--- config.mk ---
export PLATFORM = sky130hd
export DESIGN_NAME = spim_top
export DESIGN_NICKNAME = d
export VERILOG_FILES = /design/src/rtl/spim_pkg.sv /design/src/rtl/spim_lfsr.sv /design/src/rtl/spim_store.sv /design/src/rtl/spim_proto.sv /design/src/rtl/spim_top.sv
export SDC_FILE = /design/constraint.sdc
export NUM_CORES = 1
export LEC_CHECK = 0
export BUFFER_PORTS_ARGS = -buffer_cell sky130_fd_sc_hd__buf_4
export CORE_MARGIN = 5
export CORE_UTILIZATION = 55
export CTS_CLUSTER_DIAMETER = 80
export CTS_CLUSTER_SIZE = 16
export DETAILED_ROUTE_END_ITERATION = 7
export PLACE_DENSITY_LB_ADDON = 0.08
export SETUP_SLACK_MARGIN = 0.2
export SLEW_MARGIN = 20
export SYNTH_ARGS = -nofsm -noshare
export SYNTH_HDL_FRONTEND = slang
export SYNTH_SLANG_ARGS = --single-unit
--- constraint.sdc ---
create_clock -name sclk -period 6.3 [get_ports sclk]
set_input_delay 0 -clock sclk [delete_from_list [all_inputs] [get_ports sclk]]
set_output_delay 0 -clock sclk [all_outputs]
set_load 0.05 [all_outputs]
--- src/rtl/spim_pkg.sv ---
package spim_pkg;

    localparam int ADDR_W    = 24;
    localparam int PAGE_W    = ADDR_W - 8;
    localparam int CNT_W     = $clog2(ADDR_W);
    localparam int TURN_CYC  = 2;

    localparam logic [7:0] OP_RD1 = 8'h03;
    localparam logic [7:0] OP_WR1 = 8'h02;
    localparam logic [7:0] OP_RD4 = 8'h6B;
    localparam logic [7:0] OP_WR4 = 8'h32;

    localparam logic [PAGE_W-1:0] PG_BOOT = PAGE_W'(0);
    localparam logic [PAGE_W-1:0] PG_RAM  = PAGE_W'(1);
    localparam logic [PAGE_W-1:0] PG_PROG = PAGE_W'(2);
    localparam logic [PAGE_W-1:0] PG_MIRR = PAGE_W'(3);
    localparam logic [PAGE_W-1:0] PG_RAND = PAGE_W'(4);

    localparam logic [7:0] ROM_MUL = 8'd29;
    localparam logic [7:0] ROM_ADD = 8'd71;

    typedef enum logic [2:0] {
        ST_CMD, ST_ADDR, ST_TURN, ST_RD, ST_WR, ST_IGN
    } state_e;

    typedef enum logic [2:0] {
        RG_BOOT, RG_RAM, RG_PROG, RG_RAND, RG_NONE
    } region_e;

    typedef struct packed {
        logic valid;
        logic is_read;
        logic quad;
    } cmd_s;

    function automatic cmd_s decode_cmd(input logic [7:0] op);
        cmd_s c;
        c = '0;
        case (op)
            OP_RD1:  begin c.valid = 1'b1; c.is_read = 1'b1; end
            OP_WR1:  begin c.valid = 1'b1; end
            OP_RD4:  begin c.valid = 1'b1; c.is_read = 1'b1; c.quad = 1'b1; end
            OP_WR4:  begin c.valid = 1'b1; c.quad = 1'b1; end
            default: c = '0;
        endcase
        return c;
    endfunction

    function automatic region_e region_of(input logic [ADDR_W-1:0] a);
        logic [PAGE_W-1:0] pg;
        pg = a[ADDR_W-1:8];
        if (pg == PG_BOOT)                      return RG_BOOT;
        else if (pg == PG_RAM || pg == PG_MIRR) return RG_RAM;
        else if (pg == PG_PROG)                 return RG_PROG;
        else if (pg == PG_RAND)                 return RG_RAND;
        else                                    return RG_NONE;
    endfunction

    function automatic logic [7:0] rom_value(input logic [15:0] idx);
        logic [15:0] p;
        p = idx * {8'd0, ROM_MUL} + {8'd0, ROM_ADD};
        return p[7:0];
    endfunction

endpackage

--- src/rtl/spim_lfsr.sv ---
module spim_lfsr #(
    parameter int         W    = 8,
    parameter logic [W-1:0] SEED = 8'hA5,
    parameter logic [W-1:0] TAPS = 8'hB8
) (
    input  logic         clk,
    input  logic         rst,
    input  logic         step,
    output logic [W-1:0] state
);

    logic fb;
    assign fb = ^(state & TAPS);

    always_ff @(posedge clk) begin
        if (rst)
            state <= SEED;
        else if (step)
            state <= {state[W-2:0], fb};
    end


    lfsr_hold_chk: assert property (@(posedge clk) disable iff (rst)
        !step |=> $stable(state));


    lfsr_live_chk: assert property (@(posedge clk) disable iff (rst)
        step |=> (state != $past(state)));

endmodule

--- src/rtl/spim_store.sv ---
module spim_store
    import spim_pkg::*;
#(
    parameter int BOOT_LEN  = 256,
    parameter int PROG_LEN  = 68,
    parameter int RAM_DEPTH = 8,
    parameter logic [7:0] SEED = 8'hA5,
    parameter logic [7:0] TAPS = 8'hB8
) (
    input  logic                          clk,
    input  logic                          rst,
    input  logic [ADDR_W-1:0]             rd_addr,
    input  logic                          rd_adv,
    output logic [7:0]                    rd_data,
    input  logic                          wr_en,
    input  logic [ADDR_W-1:0]             wr_addr,
    input  logic [7:0]                    wr_data,
    input  logic [$clog2(RAM_DEPTH)-1:0]  dbg_addr,
    output logic [7:0]                    dbg_data
);

    localparam int RAM_AW  = $clog2(RAM_DEPTH);
    localparam int ROM_LEN = BOOT_LEN + PROG_LEN;
    localparam int ROM_IW  = $clog2(ROM_LEN);

    logic [RAM_DEPTH-1:0][7:0] mem;
    logic [RAM_DEPTH-1:0]      cell_we;
    logic [7:0]                rnd;
    region_e                   rd_rg;
    region_e                   wr_rg;
    logic                      wr_hit;
    logic [RAM_AW-1:0]         wr_idx;
    logic                      rom_ok;
    logic [ROM_IW-1:0]         rom_idx;

    assign rd_rg  = region_of(rd_addr);
    assign wr_rg  = region_of(wr_addr);
    assign wr_hit = wr_en && (wr_rg == RG_RAM);
    assign wr_idx = wr_addr[RAM_AW-1:0];

    for (genvar g = 0; g < RAM_DEPTH; g++) begin : g_we
        assign cell_we[g] = wr_hit && (wr_idx == RAM_AW'(g));
    end

    always_ff @(posedge clk) begin
        for (int i = 0; i < RAM_DEPTH; i++) begin
            if (rst)
                mem[i] <= 8'h00;
            else if (cell_we[i])
                mem[i] <= wr_data;
        end
    end

    spim_lfsr #(.W(8), .SEED(SEED), .TAPS(TAPS)) u_rng (
        .clk   (clk),
        .rst   (rst),
        .step  (rd_adv && (rd_rg == RG_RAND)),
        .state (rnd)
    );

    always_comb begin
        rom_ok  = 1'b0;
        rom_idx = '0;
        if (rd_rg == RG_BOOT && int'(rd_addr[7:0]) < BOOT_LEN) begin
            rom_ok  = 1'b1;
            rom_idx = ROM_IW'(int'(rd_addr[7:0]));
        end else if (rd_rg == RG_PROG && int'(rd_addr[7:0]) < PROG_LEN) begin
            rom_ok  = 1'b1;
            rom_idx = ROM_IW'(BOOT_LEN + int'(rd_addr[7:0]));
        end
    end

    always_comb begin
        case (rd_rg)
            RG_RAM:           rd_data = mem[rd_addr[RAM_AW-1:0]];
            RG_RAND:          rd_data = rnd;
            RG_BOOT, RG_PROG: rd_data = rom_ok ? rom_value(16'(rom_idx)) : 8'h00;
            default:          rd_data = 8'h00;
        endcase
    end

    assign dbg_data = mem[dbg_addr];


    rom_write_chk: assert property (@(posedge clk) disable iff (rst)
        (wr_en && wr_rg != RG_RAM) |=> $stable(mem));


    ram_store_chk: assert property (@(posedge clk) disable iff (rst)
        wr_hit |=> (mem[$past(wr_idx)] == $past(wr_data)));

endmodule

--- src/rtl/spim_proto.sv ---
module spim_proto
    import spim_pkg::*;
(
    input  logic              sclk,
    input  logic              csn,
    input  logic              rst,
    input  logic [3:0]        din,
    input  logic [7:0]        rd_data,
    output logic [ADDR_W-1:0] rd_addr,
    output logic              rd_adv,
    output logic              wr_en,
    output logic [ADDR_W-1:0] wr_addr,
    output logic [7:0]        wr_data,
    output logic [3:0]        dq_out,
    output logic [3:0]        dq_oe
);

    state_e            state;
    logic [CNT_W-1:0]  cnt;
    logic [ADDR_W-1:0] shreg;
    logic [ADDR_W-1:0] addr;
    logic              quad;
    logic              is_rd;
    logic              byte_last;
    logic [7:0]        cmd_now;
    logic [ADDR_W-1:0] addr_now;
    cmd_s              cmd_dec;
    logic [2:0]        bit_sel;
    logic [3:0]        nib;

    assign cmd_now   = {shreg[6:0], din[0]};
    assign addr_now  = {shreg[ADDR_W-2:0], din[0]};
    assign cmd_dec   = decode_cmd(cmd_now);
    assign byte_last = quad ? (cnt == CNT_W'(1)) : (cnt == CNT_W'(7));

    assign rd_addr = addr;
    assign wr_addr = addr;
    assign rd_adv  = (state == ST_RD) && byte_last;
    assign wr_en   = (state == ST_WR) && byte_last;
    assign wr_data = quad ? {shreg[3:0], din} : {shreg[6:0], din[0]};

    always_ff @(posedge sclk or posedge csn) begin
        if (csn) begin
            state <= ST_CMD;
            cnt   <= '0;
            shreg <= '0;
            addr  <= '0;
            quad  <= 1'b0;
            is_rd <= 1'b0;
        end else if (rst) begin
            state <= ST_CMD;
            cnt   <= '0;
            shreg <= '0;
            addr  <= '0;
            quad  <= 1'b0;
            is_rd <= 1'b0;
        end else begin
            case (state)
                ST_CMD: begin
                    shreg <= addr_now;
                    cnt   <= cnt + 1'b1;
                    if (cnt == CNT_W'(7)) begin
                        cnt   <= '0;
                        quad  <= cmd_dec.quad;
                        is_rd <= cmd_dec.is_read;
                        state <= cmd_dec.valid ? ST_ADDR : ST_IGN;
                    end
                end
                ST_ADDR: begin
                    shreg <= addr_now;
                    cnt   <= cnt + 1'b1;
                    if (cnt == CNT_W'(ADDR_W - 1)) begin
                        cnt  <= '0;
                        addr <= addr_now;
                        if (!is_rd)
                            state <= ST_WR;
                        else if (quad)
                            state <= ST_TURN;
                        else
                            state <= ST_RD;
                    end
                end
                ST_TURN: begin
                    cnt <= cnt + 1'b1;
                    if (cnt == CNT_W'(TURN_CYC - 1)) begin
                        cnt   <= '0;
                        state <= ST_RD;
                    end
                end
                ST_RD: begin
                    cnt <= cnt + 1'b1;
                    if (byte_last) begin
                        cnt  <= '0;
                        addr <= addr + 1'b1;
                    end
                end
                ST_WR: begin
                    shreg <= quad ? {shreg[ADDR_W-5:0], din} : addr_now;
                    cnt   <= cnt + 1'b1;
                    if (byte_last) begin
                        cnt  <= '0;
                        addr <= addr + 1'b1;
                    end
                end
                default: state <= ST_IGN;
            endcase
        end
    end

    assign bit_sel = 3'(7 - int'(cnt));
    assign nib     = (cnt == '0) ? rd_data[7:4] : rd_data[3:0];

    always_ff @(negedge sclk or posedge csn) begin
        if (csn) begin
            dq_out <= '0;
            dq_oe  <= '0;
        end else if (rst || state != ST_RD) begin
            dq_out <= '0;
            dq_oe  <= '0;
        end else if (quad) begin
            dq_out <= nib;
            dq_oe  <= 4'b1111;
        end else begin
            dq_out <= {2'b00, rd_data[bit_sel], 1'b0};
            dq_oe  <= 4'b0010;
        end
    end


    oe_read_only_chk: assert property (@(posedge sclk) disable iff (csn || rst)
        (dq_oe != 4'b0000) |-> (state == ST_RD));


    turn_len_chk: assert property (@(posedge sclk) disable iff (csn || rst)
        (state == ST_RD && $past(state) == ST_TURN) |-> ($past(state, 2) == ST_TURN));


    cmd_len_chk: assert property (@(posedge sclk) disable iff (csn || rst)
        (state == ST_ADDR && $past(state) == ST_CMD) |-> ($past(cnt) == CNT_W'(7)));


    addr_step_chk: assert property (@(posedge sclk) disable iff (csn || rst)
        (rd_adv || wr_en) |=> (addr == ADDR_W'($past(addr) + 1'b1)));

endmodule

--- src/rtl/spim_top.sv ---
module spim_top
    import spim_pkg::*;
#(
    parameter int BOOT_LEN  = 256,
    parameter int PROG_LEN  = 68,
    parameter int RAM_DEPTH = 8,
    parameter logic [7:0] SEED = 8'hA5,
    parameter logic [7:0] TAPS = 8'hB8,
    localparam int RAM_AW   = $clog2(RAM_DEPTH)
) (
    input  logic              sclk,
    input  logic              rst,
    input  logic              csn,
    input  logic [3:0]        dq_in,
    output logic [3:0]        dq_out,
    output logic [3:0]        dq_oe,
    input  logic [RAM_AW-1:0] dbg_addr,
    output logic [7:0]        dbg_data
);

    logic [ADDR_W-1:0] rd_addr;
    logic [ADDR_W-1:0] wr_addr;
    logic              rd_adv;
    logic              wr_en;
    logic [7:0]        wr_data;
    logic [7:0]        rd_data;

    spim_proto u_proto (
        .sclk    (sclk),
        .csn     (csn),
        .rst     (rst),
        .din     (dq_in),
        .rd_data (rd_data),
        .rd_addr (rd_addr),
        .rd_adv  (rd_adv),
        .wr_en   (wr_en),
        .wr_addr (wr_addr),
        .wr_data (wr_data),
        .dq_out  (dq_out),
        .dq_oe   (dq_oe)
    );

    spim_store #(
        .BOOT_LEN  (BOOT_LEN),
        .PROG_LEN  (PROG_LEN),
        .RAM_DEPTH (RAM_DEPTH),
        .SEED      (SEED),
        .TAPS      (TAPS)
    ) u_store (
        .clk      (sclk),
        .rst      (rst),
        .rd_addr  (rd_addr),
        .rd_adv   (rd_adv),
        .rd_data  (rd_data),
        .wr_en    (wr_en),
        .wr_addr  (wr_addr),
        .wr_data  (wr_data),
        .dbg_addr (dbg_addr),
        .dbg_data (dbg_data)
    );

endmodule

== Word level (Yosys, flattened, before mapping) ==
Cells that the tools add are included.
W data, S select, Z words.

* Input bits: 10
* Bits in registers: 137

* $mul: 1
* Reductions and logical operators: 35
* Add/subtract/negate cells: 5
* Equal/unequal tests: 31
* Order comparisons: 4
* Multiplexer cells: 53

{| class="wikitable"
|+ Operators by type and width
! cell !! number
|-
| $mux W24 || 3
|-
| $bmux W8 S3 || 2
|-
| $pmux W24 S2 || 1
|-
| $mux W23 || 2
|-
| $pmux W23 S2 || 1
|-
| $eq A16 B2 Y1 const B || 2
|-
| $mux W8 || 4
|-
| $mux W3 || 10
|-
| $mux W5 || 5
|-
| $add A24 B1 Y24 const B || 1
|-
| $pmux W8 S3 || 1
|-
| $mux W4 || 5
|-
| $pmux W5 S4 || 1
|-
| $eq A3 B2 Y1 const B || 6
|-
| $mux W9 || 2
|-
| $eq A16 B1 Y1 const B || 1
|-
| $eq A16 B3 Y1 const B || 1
|-
| $eq A8 B2 Y1 const B || 2
|-
| $logic_not A16 Y1 || 1
|-
| $eq A3 B3 Y1 const B || 5
|-
| $mux W1 || 14
|-
| $logic_and A1 B1 Y1 || 13
|-
| $lt A3 B4 Y1 const B || 3
|-
| $ne A3 B2 Y1 const B || 4
|-
| 28 further kinds || 39
|}

== Logic depth before layout (Yosys ltp) ==
Gate-level depths: netlist of the first run.

* Word-level depth: 17
* Gate-level depth with buffers: 19

== Hierarchy ==
Synthesis of the first run repeated with hierarchy kept, for this count alone.

* Cell total of the unflattened synthesis: 884
* Area, all modules: 8521.9 um^2

{| class="wikitable"
|+ By module, submodules not included
! module !! area each (um^2) !! sequential area each (um^2) !! instances !! cells each
|-
| spim_store || 4120.2 || 1281.2 || 1 || 390
|-
| spim_proto || 4098.9 || 1576.5 || 1 || 465
|-
| spim_lfsr || 302.8 || 160.2 || 1 || 29
|}

==> results of run 1 <==
==> what timing repair did <==
| action | CTS | global route |
|---|---|---|
| pin swaps | 8 | 1 |
| cloned | 0 | 0 |
| endpoints found under the hold margin | 22 | 0 |
| resized for setup | 13 | 5 |
| hold buffers | 2 | 0 |
| setup endpoints to repair | 4 | 4 |
| setup buffers | 12 | 1 |
==> path summary, 6_finish.rpt <==
path / slack, ps / startpoint / end / cells past startpoint
min: 60 / rst / u_proto.rd_addr[7] / 2
max reg2reg: -1210 / u_proto.rd_addr[20] / u_proto.dq_out[1] / 16
max: -1210 / u_proto.rd_addr[20] / u_proto.dq_out[1] / 16
max in group asynchronous: 2170 / csn / u_proto.dq_out[1] / 4
min reg2reg: 480 / u_store.mem[8] / u_store.mem[8] / 2
min in group asynchronous: 120 / csn / u_proto.quad / 3
==> kinds of logic after synthesis <==
logic type / after synthesis / synth area share
DFF: 135 / 0.362
and+or+nand+nor: 304 / 0.181
AOI/OAI and AO/OA: 160 / 0.123
buffers and inverters: 93 / 0.0469
adders and majority gates: 32 / 0.0535
muxes: 140 / 0.219
xor gates and xnor gates: 14 / 0.0147
==> cells in the final DEF (no fill, tap or decap), types with 11 or more instances in the layout <==
cell type / count
sky130_fd_sc_hd__nor2_1: 109
sky130_fd_sc_hd__a21oi_1: 28
sky130_fd_sc_hd__nand3_1: 15
sky130_fd_sc_hd__o21ai_0: 52
sky130_fd_sc_hd__dfxtp_1: 72
sky130_fd_sc_hd__mux2_2: 15
sky130_fd_sc_hd__xnor2_1: 11
sky130_fd_sc_hd__mux4_2: 32
sky130_fd_sc_hd__a22oi_1: 12
sky130_fd_sc_hd__a211oi_1: 13
sky130_fd_sc_hd__dfrtp_1: 57
sky130_fd_sc_hd__mux2i_1: 92
sky130_fd_sc_hd__clkbuf_16: 18
sky130_fd_sc_hd__buf_4: 86
sky130_fd_sc_hd__nand2_1: 90
sky130_fd_sc_hd__inv_1: 26
sky130_fd_sc_hd__ha_1: 21
==> stage by stage <==
stage          cells  total power, mW  setup TNS [ps]   util
2_1_floorplan    878             1.00           -2850      -
3_3_place_gp    1083             1.04           -3130  0.600
3_5_place_dp    1083             1.04           -3630  0.600
4_1_cts         1129             2.07           -3810  0.653
5_1_grt         1130             2.13           -4660  0.655
6_report        1130             2.07           -3910  0.655
==> registers in the layout, summed over array words and instances, names as in the netlist <==
register / cells
u_proto.cnt: 5
u_proto.dq_oe: 2
u_proto.dq_out: 4
u_proto.is_rd: 1
u_proto.quad: 1
u_proto.rd_addr: 24
u_proto.shreg: 23
u_proto.state: 3
u_store.mem: 64
u_store.u_rng.state: 8
==> routing by layer <==
layer  up-vias  GRT usage  wire length [microns]
li1       3268          -                      -
met1      3467      0.326                   9360
met2       260      0.423                  10800
met3        39     0.0658                   1630
met4         2     0.0855                    548
met5         -          0                     13
==> report_power, final <==
part / total (mW) / internal, mW / switching, mW
sequential: 0.886 / 0.867 / 0.0198
clock: 1.04 / 0.628 / 0.408
combinational: 0.143 / 0.0462 / 0.0971
total: 2.07 / 1.54 / 0.525
==> cell type report <==
type	instances	area (sq um)
timing repair buffer	93	722
multi-input combinational	650	5140
inverter	32	120
fill	1217	5180
clock buffer	19	464
tap	188	235
sequential	135	3020
clock inverter	13	156
==> summary.md, run 1 <==
Status
• result of the run: finished with violations
• failing checks: negative setup slack

Power
• power density over cell area: 210 mW/mm^2
• static leakage power: 4.39 nW
• highest ir drop seen on vdd: 0.227 mV

Critical path
• kind of start point of the critical path: register
• CP max stage delay: 510 ps
• cell-by-cell trace of the critical path: nor4_4, nand4_4, nor3_4, inv_2, fa_1, fa_1, inv_2, ha_4, ha_4, buf_4, xnor2_4, o311ai_2, a221oi_1, a41o_1, or4b_1, o21ai_1
• required time of the worst setup path: 3560 ps
• worst-path fanout max: 5
• critical path capture point type: register
• kind of cell adding the most delay to the critical path: adder cells
• worst path arrival time: 4770 ps
• crit path max-delay cell type: sky130_fd_sc_hd__fa_1
• Worst Setup Path Type: reg2reg
• sum of buffers and inverters on the critical path: 3

Finish
• Layout area overhead: 18.2%
• final instance area: 0.00985 sq mm
• fraction of final layout cells with drive strength greater than 1: 0.237
• NumNets Final: 971
• Ant. Diodes: 0

STA
• worst slack on hold paths: 63.9 ps
• worst slew margin relative to its limit: 0.355
• slew at the pin closest to its max-slew limit: 967 ps
• number of setup violations in the final report: 4
• max-slew violations: 0
• Final Skew: 29.7 ps
• number of failing hold endpoints at the final stage: 0
• unrepaired setup endpoints after global routing: yes
• Final WS setup: -1210 ps

Logic synthesis
• synthesized area per cell: 9.49 sq um
• flip-flop and latch count after synthesis: 135
• most frequent cells after synthesis: sky130_fd_sc_hd__nor2_1, sky130_fd_sc_hd__mux2i_1, sky130_fd_sc_hd__nand2_1
• most common cell in the synthesized netlist: sky130_fd_sc_hd__nor2_1
• number of synthesized flops with an enable pin: 0
• cell area after technology mapping: 0.00833 sq mm
• Post-Synthesis Net Count: 920
• async set-reset flop share out of synthesis: 0.467
• Synth area leader: sky130_fd_sc_hd__dfxtp_1
• main area contributors after synthesis: sky130_fd_sc_hd__dfxtp_1, sky130_fd_sc_hd__dfrtp_1, sky130_fd_sc_hd__mux2i_1, sky130_fd_sc_hd__mux4_2, sky130_fd_sc_hd__nor2_1
• area share of the largest cell type after synthesis: 0.173
• count of cell types in the netlist: 72
• portion of the post-synthesis area used by sequential elements: 0.362
• Synth warnings: 0
• number of instances in the synthesized netlist: 878
• Post-synth top flop: sky130_fd_sc_hd__dfxtp_1

Drt
• Post-DRT Antenna Nets: 0
• Routed Wire Length: 22300 microns
• count of vias placed by the detailed router: 7036
• drt pass-1 iters: 5
• number of DRC violations after detailed-routing iteration 0: 637
• detail-routed net length per standard cell: 19.8 microns
• via-per-instance ratio: 6.23
• remaining design rule violation count: 0

Placement
• Placed Instance Area: 0.00902 sq mm
• Placer Congestion: 0.878
• port bufs: 25
• post-detail-place hpwl: 15500 microns
• DP Worst Slack: -1250 ps

Hold path
• class of the most critical hold timing path: in2reg

Floorplan
• y dimension of the die: 133 microns
• core box area: 0.0150 sq mm
• Boundary Pins: 26
• die footprint: 0.0177 sq mm
• number of rows created at floorplan: 45
• Die Span X: 133 microns
• initial core utilization: 0.554

GRT
• maximum number of pins on one net before global-route repair: 55
• vias in the first global route: 7020
• Total Routing Usage GR: 0.255
• initial antenna violation count: 1
• global-route wire length before repair: 36300 microns
• remaining global-route overflow: 0

Clock tree
• number of H-tree branching levels: 4
• clock latency on the worst-skew pair: 420 ps
• CTS clk-pin slew, worst paths: 60 ps
• maximum buffer depth of the clock tree: 2
• CTS tree: yes
• clock net sink count: 135
• Root Buffer Master: sky130_fd_sc_hd__clkbuf_16
• number of CTS-inserted buffers: 17

Job
• max_cap viols: 0

(Power assumes the default switching activity.)
==> inputs of run 2 (changes only) <==
--- a/config.mk
+++ b/config.mk
@@ -5,12 +5,13 @@
 export SDC_FILE = /design/constraint.sdc
 export NUM_CORES = 1
 export LEC_CHECK = 0
-export BUFFER_PORTS_ARGS = -buffer_cell sky130_fd_sc_hd__buf_4
+export BUFFER_PORTS_ARGS = -buffer_cell sky130_fd_sc_hd__buf_2
 export CORE_MARGIN = 5
 export CORE_UTILIZATION = 55
 export CTS_CLUSTER_DIAMETER = 80
 export CTS_CLUSTER_SIZE = 16
 export DETAILED_ROUTE_END_ITERATION = 7
+export GPL_TIMING_DRIVEN = 0
 export PLACE_DENSITY_LB_ADDON = 0.08
 export SETUP_SLACK_MARGIN = 0.2
 export SLEW_MARGIN = 20
==> summary.md, run 2 (synthesis gave the netlist of run 1 again) <==
Clock tree
• clock latency on the worst-skew pair: 430 ps, about the same
• number of H-tree branching levels: 4, unchanged
• CTS clk-pin slew, worst paths: 70 ps, about the same
• number of CTS-inserted buffers: 17, unchanged
• clock net sink count: 135, unchanged
• Root Buffer Master: sky130_fd_sc_hd__clkbuf_16
• CTS tree: yes
• maximum buffer depth of the clock tree: 2, unchanged

Power
• clock share of power: 0.492, -0.009
• power density over cell area: 212 mW/mm^2, +1.0%
• static leakage power: 4.31 nW, -1.9%
• Sequential Power Share: 0.425, -0.004
• Total Power: 2.06 mW, -0.11%
• fraction of power spent switching nets: 0.280, +0.0261
• internal cell power: 1.49 mW, -3.6%
• highest ir drop seen on vdd: 0.186 mV, -18%
• portion of total power attributed to combinational logic: 0.083, +0.014
• net switching power: 578 uW, +10%

Drt
• drt pass-1 iters: 5, unchanged
• remaining design rule violation count: 0, unchanged
• count of vias placed by the detailed router: 7271, +3.3%
• via-per-instance ratio: 6.34, +1.9%
• Post-DRT Antenna Nets: 0, unchanged
• detail-routed net length per standard cell: 21.1 microns, +7.0%
• Routed Wire Length: 24200 microns, +8.5%
• number of DRC violations after detailed-routing iteration 0: 656, +3.0%

Critical path
• required time of the worst setup path: 3570 ps, about the same
• CP max stage delay: 540 ps, +30 ps
• cell-by-cell trace of the critical path: nor4_4, nand4_4, nor2_4, buf_8, nand2_4, fa_1, fa_1, inv_2, ha_4, ha_4, nand3_2, and3b_2, nor4_4, nor3_2, nor3b_2, or4b_1, o21ai_1
• kind of cell adding the most delay to the critical path: simple AND/OR/NAND/NOR gates
• Worst Setup Path Type: reg2reg
• depth of the worst register-to-register path: 17, +1
• launch instance of the worst register-to-register path: u_proto.rd_addr[21]
• worst r2r dst: u_proto.dq_out[1]
• reg-to-reg setup timing slack: -1450 ps, -240 ps
• crit path max-delay cell type: sky130_fd_sc_hd__fa_1
• worst path arrival time: 5010 ps, +240 ps
• kind of start point of the critical path: register
• critical path capture point type: register
• worst-path fanout max: 8, +3
• sum of buffers and inverters on the critical path: 2, -1

GRT
• global-route wire length before repair: 38700 microns, +6.6%
• met3 GRT Util: 0.0555, -0.0103
• Total Routing Usage GR: 0.277, +0.0216
• initial antenna violation count: 1, unchanged
• remaining global-route overflow: 0, unchanged
• GRT Max-Usage Layer: met2
• global-route track usage on met1: 0.381, +0.0553
• maximum number of pins on one net before global-route repair: 54, -1.8%
• met2 layer usage reported by global route: 0.438, +0.0144
• vias in the first global route: 7054, +0.48%

Floorplan
• die footprint: 0.0177 sq mm, unchanged
• Boundary Pins: 26, unchanged
• core box area: 0.0150 sq mm, unchanged
• y dimension of the die: 133 microns, unchanged
• Die Span X: 133 microns, unchanged
• number of rows created at floorplan: 45, unchanged
• initial core utilization: 0.554, unchanged

STA
• Final Skew: 32.6 ps, +2.85 ps
• unrepaired setup endpoints after global routing: yes
• final setup TNS: -4160 ps, -242 ps
• Final WS setup: -1450 ps, -239 ps
• max-slew violations: 0, unchanged
• number of setup violations in the final report: 4, unchanged
• number of failing hold endpoints at the final stage: 0, unchanged
• worst slew margin relative to its limit: 0.310, -0.0451
• worst slack on hold paths: 17.2 ps, -46.8 ps
• slew at the pin closest to its max-slew limit: 1020 ps, +53.3 ps

Finish
• share of the core filled with cells: 0.648, -0.00732
• max reg flops: 64, unchanged
• non-filler instance count after layout: 1146, +1.4%
• fraction of final layout cells with drive strength greater than 1: 0.209, -0.0280
• Layout area overhead: 16.9%
• most common library cell in the layout ignoring fill and taps: sky130_fd_sc_hd__nor2_1
• Ant. Diodes: 0, unchanged
• final instance area: 0.00974 sq mm, -1.1%
• Reg with most FFs: u_store.mem
• top library cells by usage in the layout, fill and taps aside: sky130_fd_sc_hd__nor2_1, sky130_fd_sc_hd__mux2i_1, sky130_fd_sc_hd__nand2_1, sky130_fd_sc_hd__dfxtp_1, sky130_fd_sc_hd__dfrtp_1
• NumNets Final: 987, +1.6%

Job
• max_cap viols: 0, unchanged

Status
• result of the run: finished with violations
• failing checks: negative setup slack

Placement
• Placer Congestion: 0.888, +1.2%
• DP Worst Slack: -1600 ps, -358 ps
• port bufs: 22, -12%
• Placed Instance Area: 0.00885 sq mm, -1.9%
• post-detail-place hpwl: 17100 microns, +10%
• number of cells in the design after placement: 1089, +0.55%

Hold path
• class of the most critical hold timing path: in2async

-- run 2: power by group through the flow --
stage	combinational, mW	sequential (mW)	clock [mW]
6_report	0.171	0.877	1.02
5_1_grt	0.188	0.877	1.06
4_1_cts	0.167	0.876	1.03
3_5_place_dp	0.164	0.894	0
3_3_place_gp	0.158	0.893	0
2_1_floorplan	0.114	0.890	0
-- run 2: routing by layer --
layer / up-vias / share of wire
met5: - / 0.00054
met4: 2 / 0.028
met3: 66 / 0.076
met2: 336 / 0.47
met1: 3578 / 0.42
li1: 3289 / -
-- run 2: worst min-delay path, stage by stage --
cell                            delay (ps)
sky130_fd_sc_hd__dlygate4sd3_1         530
sky130_fd_sc_hd__buf_2                 130
sky130_fd_sc_hd__inv_4                 140
-- run 2: layout make-up --
| cell class | instances | area, sq um |
|---|---|---|
| plain buffers | 61 | 305 |
| clock buffers | 17 | 425 |
| clock inverters | 15 | 181 |
| fillers | 1257 | 5290 |
| inverters | 32 | 123 |
| multi-input cells | 650 | 5120 |
| flip-flops and latches | 135 | 3020 |
| well taps | 188 | 235 |
| repair buffers | 48 | 333 |
-- run 2: worst max path at each step --
| stage | end | slack, ps | cells past startpoint | start |
|---|---|---|---|---|
| floorplan | u_proto.dq_out[1] | -1040 | 17 | u_proto.rd_addr[16] |
| global placement | u_proto.dq_out[1] | -1540 | 16 | u_proto.rd_addr[0] |
| detailed placement | u_proto.dq_out[1] | -1600 | 16 | u_proto.rd_addr[0] |
| CTS | u_proto.dq_out[1] | -1400 | 16 | u_proto.rd_addr[20] |
| global route | u_proto.dq_out[1] | -1600 | 17 | u_proto.rd_addr[21] |
| finish | u_proto.dq_out[1] | -1450 | 17 | u_proto.rd_addr[21] |
-- run 2: timing repair --
| action | in CTS | in global routing |
|---|---|---|
| hold buffers | 3 | 0 |
| pin swaps | 8 | 21 |
| setup endpoints to repair | 4 | 4 |
| gates resized for setup | 16 | 14 |
| hold endpoints to repair | 60 | 0 |
| setup buffers | 8 | 14 |
==> inputs of run 3 (changes only) <==
--- a/config.mk
+++ b/config.mk
@@ -7,7 +7,7 @@
 export LEC_CHECK = 0
 export BUFFER_PORTS_ARGS = -buffer_cell sky130_fd_sc_hd__buf_2
 export CORE_MARGIN = 5
-export CORE_UTILIZATION = 55
+export CORE_UTILIZATION = 63
 export CTS_CLUSTER_DIAMETER = 80
 export CTS_CLUSTER_SIZE = 16
 export DETAILED_ROUTE_END_ITERATION = 7
==> summary.md, run 3 (synthesis gave the netlist of run 1 again) <==
GRT
• maximum number of pins on one net before global-route repair: 52, -3.7%
• remaining global-route overflow: 0, unchanged
• Total Routing Usage GR: 0.307, +0.0301
• initial antenna violation count: 0, -1
• vias in the first global route: 7324, +3.8%
• global-route wire length before repair: 38400 microns, -0.64%

Critical path
• required time of the worst setup path: 3580 ps, about the same
• worst path arrival time: 5020 ps, about the same
• Worst Setup Path Type: reg2reg
• sum of buffers and inverters on the critical path: 4, +2
• kind of cell adding the most delay to the critical path: simple AND/OR/NAND/NOR gates
• kind of start point of the critical path: register
• CP max stage delay: 550 ps, about the same
• cell-by-cell trace of the critical path: nor4_4, nand4_4, buf_12, nor2_4, buf_8, nand2_4, fa_1, fa_1, inv_2, ha_4, ha_4, a21oi_4, a21boi_2, nor4_2, buf_4, nor3_2, nor3b_2, or4b_1, o21ai_1
• worst-path fanout max: 7, -1
• crit path max-delay cell type: sky130_fd_sc_hd__fa_1
• critical path capture point type: register

STA
• Final WS setup: -1440 ps, +5.65 ps
• slew at the pin closest to its max-slew limit: 945 ps, -75.4 ps
• number of setup violations in the final report: 4, unchanged
• max-slew violations: 0, unchanged
• worst slew margin relative to its limit: 0.370, +0.0599
• Final Skew: 31.3 ps, -1.29 ps
• worst slack on hold paths: 32.5 ps, +15.4 ps
• number of failing hold endpoints at the final stage: 0, unchanged
• unrepaired setup endpoints after global routing: yes

Drt
• via-per-instance ratio: 6.39, +0.75%
• detail-routed net length per standard cell: 21.2 microns, +0.14%
• drt pass-1 iters: 5, unchanged
• remaining design rule violation count: 0, unchanged
• Post-DRT Antenna Nets: 0, unchanged
• count of vias placed by the detailed router: 7198, -1.0%
• Routed Wire Length: 23800 microns, -1.6%
• number of DRC violations after detailed-routing iteration 0: 734, +12%

Finish
• NumNets Final: 979, -0.81%
• fraction of final layout cells with drive strength greater than 1: 0.201, -0.00772
• most common library cell in the layout ignoring fill and taps: sky130_fd_sc_hd__nor2_1
• top library cells by usage in the layout, fill and taps aside: sky130_fd_sc_hd__nor2_1, sky130_fd_sc_hd__mux2i_1, sky130_fd_sc_hd__nand2_1, sky130_fd_sc_hd__dfxtp_1, sky130_fd_sc_hd__dfrtp_1
• number of fillers in the final layout: 1002, -20%
• max reg flops: 64, unchanged
• Ant. Diodes: 0, unchanged
• Reg with most FFs: u_store.mem
• Layout area overhead: 15.8%

Placement
• Placer Congestion: 0.931, +4.9%
• DP Worst Slack: -1600 ps, +1.88 ps
• port bufs: 22, unchanged
• post-detail-place hpwl: 17000 microns, -0.81%

Clock tree
• clock latency on the worst-skew pair: 430 ps, about the same
• CTS tree: yes
• Root Buffer Master: sky130_fd_sc_hd__clkbuf_16
• clock net sink count: 135, unchanged
• number of H-tree branching levels: 4, unchanged
• maximum buffer depth of the clock tree: 2, unchanged
• CTS clk-pin slew, worst paths: 60 ps, about the same
• number of CTS-inserted buffers: 17, unchanged

Power
• highest ir drop seen on vdd: 0.208 mV, +12%
• power density over cell area: 209 mW/mm^2, -1.2%
• static leakage power: 4.27 nW, -1.0%

Status
• result of the run: finished with violations
• failing checks: negative setup slack

Hold path
• class of the most critical hold timing path: in2async

Job
• max_cap viols: 0, unchanged

Floorplan
• number of rows created at floorplan: 42, -6.7%
• initial core utilization: 0.637, +0.0825
• Die Span X: 125 microns, -6.1%
• core box area: 0.0131 sq mm, -13%
• y dimension of the die: 125 microns, -6.1%
• die footprint: 0.0156 sq mm, -12%
• Boundary Pins: 26, unchanged

==> run 3: per-stage QoR <==
step	util	instances	instance area, sq um	power, mW	TNS [ps]
floorplan	-	878	8480	1.00	-2850
global placement	0.673	1076	8810	1.05	-4500
detailed placement	0.675	1077	8840	1.06	-4870
CTS	0.734	1123	9600	2.02	-4050
global route	0.737	1126	9650	2.09	-4880
finish	0.737	1126	9650	2.02	-4220
==> run 3: cell type report <==
type | count | area [sq um] | area share
repair buffers | 40 | 293 | 0.0304
flip-flops and latches | 135 | 3020 | 0.313
plain buffers | 61 | 299 | 0.0310
inverters | 32 | 123 | 0.0127
clock buffers | 17 | 425 | 0.0441
well taps | 176 | 220 | 0.0228
multi-input cells | 650 | 5110 | 0.530
clock inverters | 15 | 153 | 0.0158
==> run 3: routing by layer <==
metal,vias up,share of wire,GRT usage,wire length [microns]
met5,-,0,0,0
met4,0,0.028,0.119,677
met3,64,0.088,0.0652,2090
met2,332,0.49,0.511,11600
met1,3527,0.40,0.394,9500
li1,3275,-,-,-
==> run 3: worst reg2reg max path, stage by stage (launching register included) <==
cell and delay, ps:
sky130_fd_sc_hd__dfrtp_1 440, sky130_fd_sc_hd__nor4_4 410, sky130_fd_sc_hd__nand4_4 150, sky130_fd_sc_hd__buf_12 180
sky130_fd_sc_hd__nor2_4 100, sky130_fd_sc_hd__buf_8 110, sky130_fd_sc_hd__nand2_4 60, sky130_fd_sc_hd__fa_1 520
sky130_fd_sc_hd__fa_1 550, sky130_fd_sc_hd__inv_2 50, sky130_fd_sc_hd__ha_4 240, sky130_fd_sc_hd__ha_4 260
sky130_fd_sc_hd__a21oi_4 170, sky130_fd_sc_hd__a21boi_2 90, sky130_fd_sc_hd__nor4_2 210, sky130_fd_sc_hd__buf_4 170
sky130_fd_sc_hd__nor3_2 50, sky130_fd_sc_hd__nor3b_2 250, sky130_fd_sc_hd__or4b_1 470, sky130_fd_sc_hd__o21ai_1 130
==> run 3: final timing paths <==
check	start	endpoint	slack, ps	cells after the start
worst max-delay path	u_proto.rd_addr[21]	u_proto.dq_out[1]	-1440	19
worst min-delay path	csn	u_proto.cnt[0]	30	3
worst max register to register	u_proto.rd_addr[21]	u_proto.dq_out[1]	-1440	19
worst min register to register	u_store.mem[0]	u_store.mem[0]	470	2
max in group asynchronous	csn	u_proto.dq_out[1]	3000	3
min in group sclk	dq_in[2]	u_store.mem[42]	100	4
==> run 3: power breakdown <==
part / total, mW / leakage (nW) / internal (mW) / switching, mW
combinational: 0.171 / 2.53 / 0.0513 / 0.120
sequential: 0.877 / 1.45 / 0.867 / 0.0106
clock: 0.971 / 0.284 / 0.529 / 0.442
==> run 3: repair_timing <==
| action | 4_1_cts | 5_1_grt |
|---|---|---|
| endpoints found under the setup margin | 4 | 4 |
| buffers inserted | 11 | 3 |
| hold endpoints to repair | 64 | 0 |
| pin swaps | 15 | 8 |
| resized for setup | 19 | 7 |
| hold buffers | 3 | 0 |
| cloned | 0 | 0 |
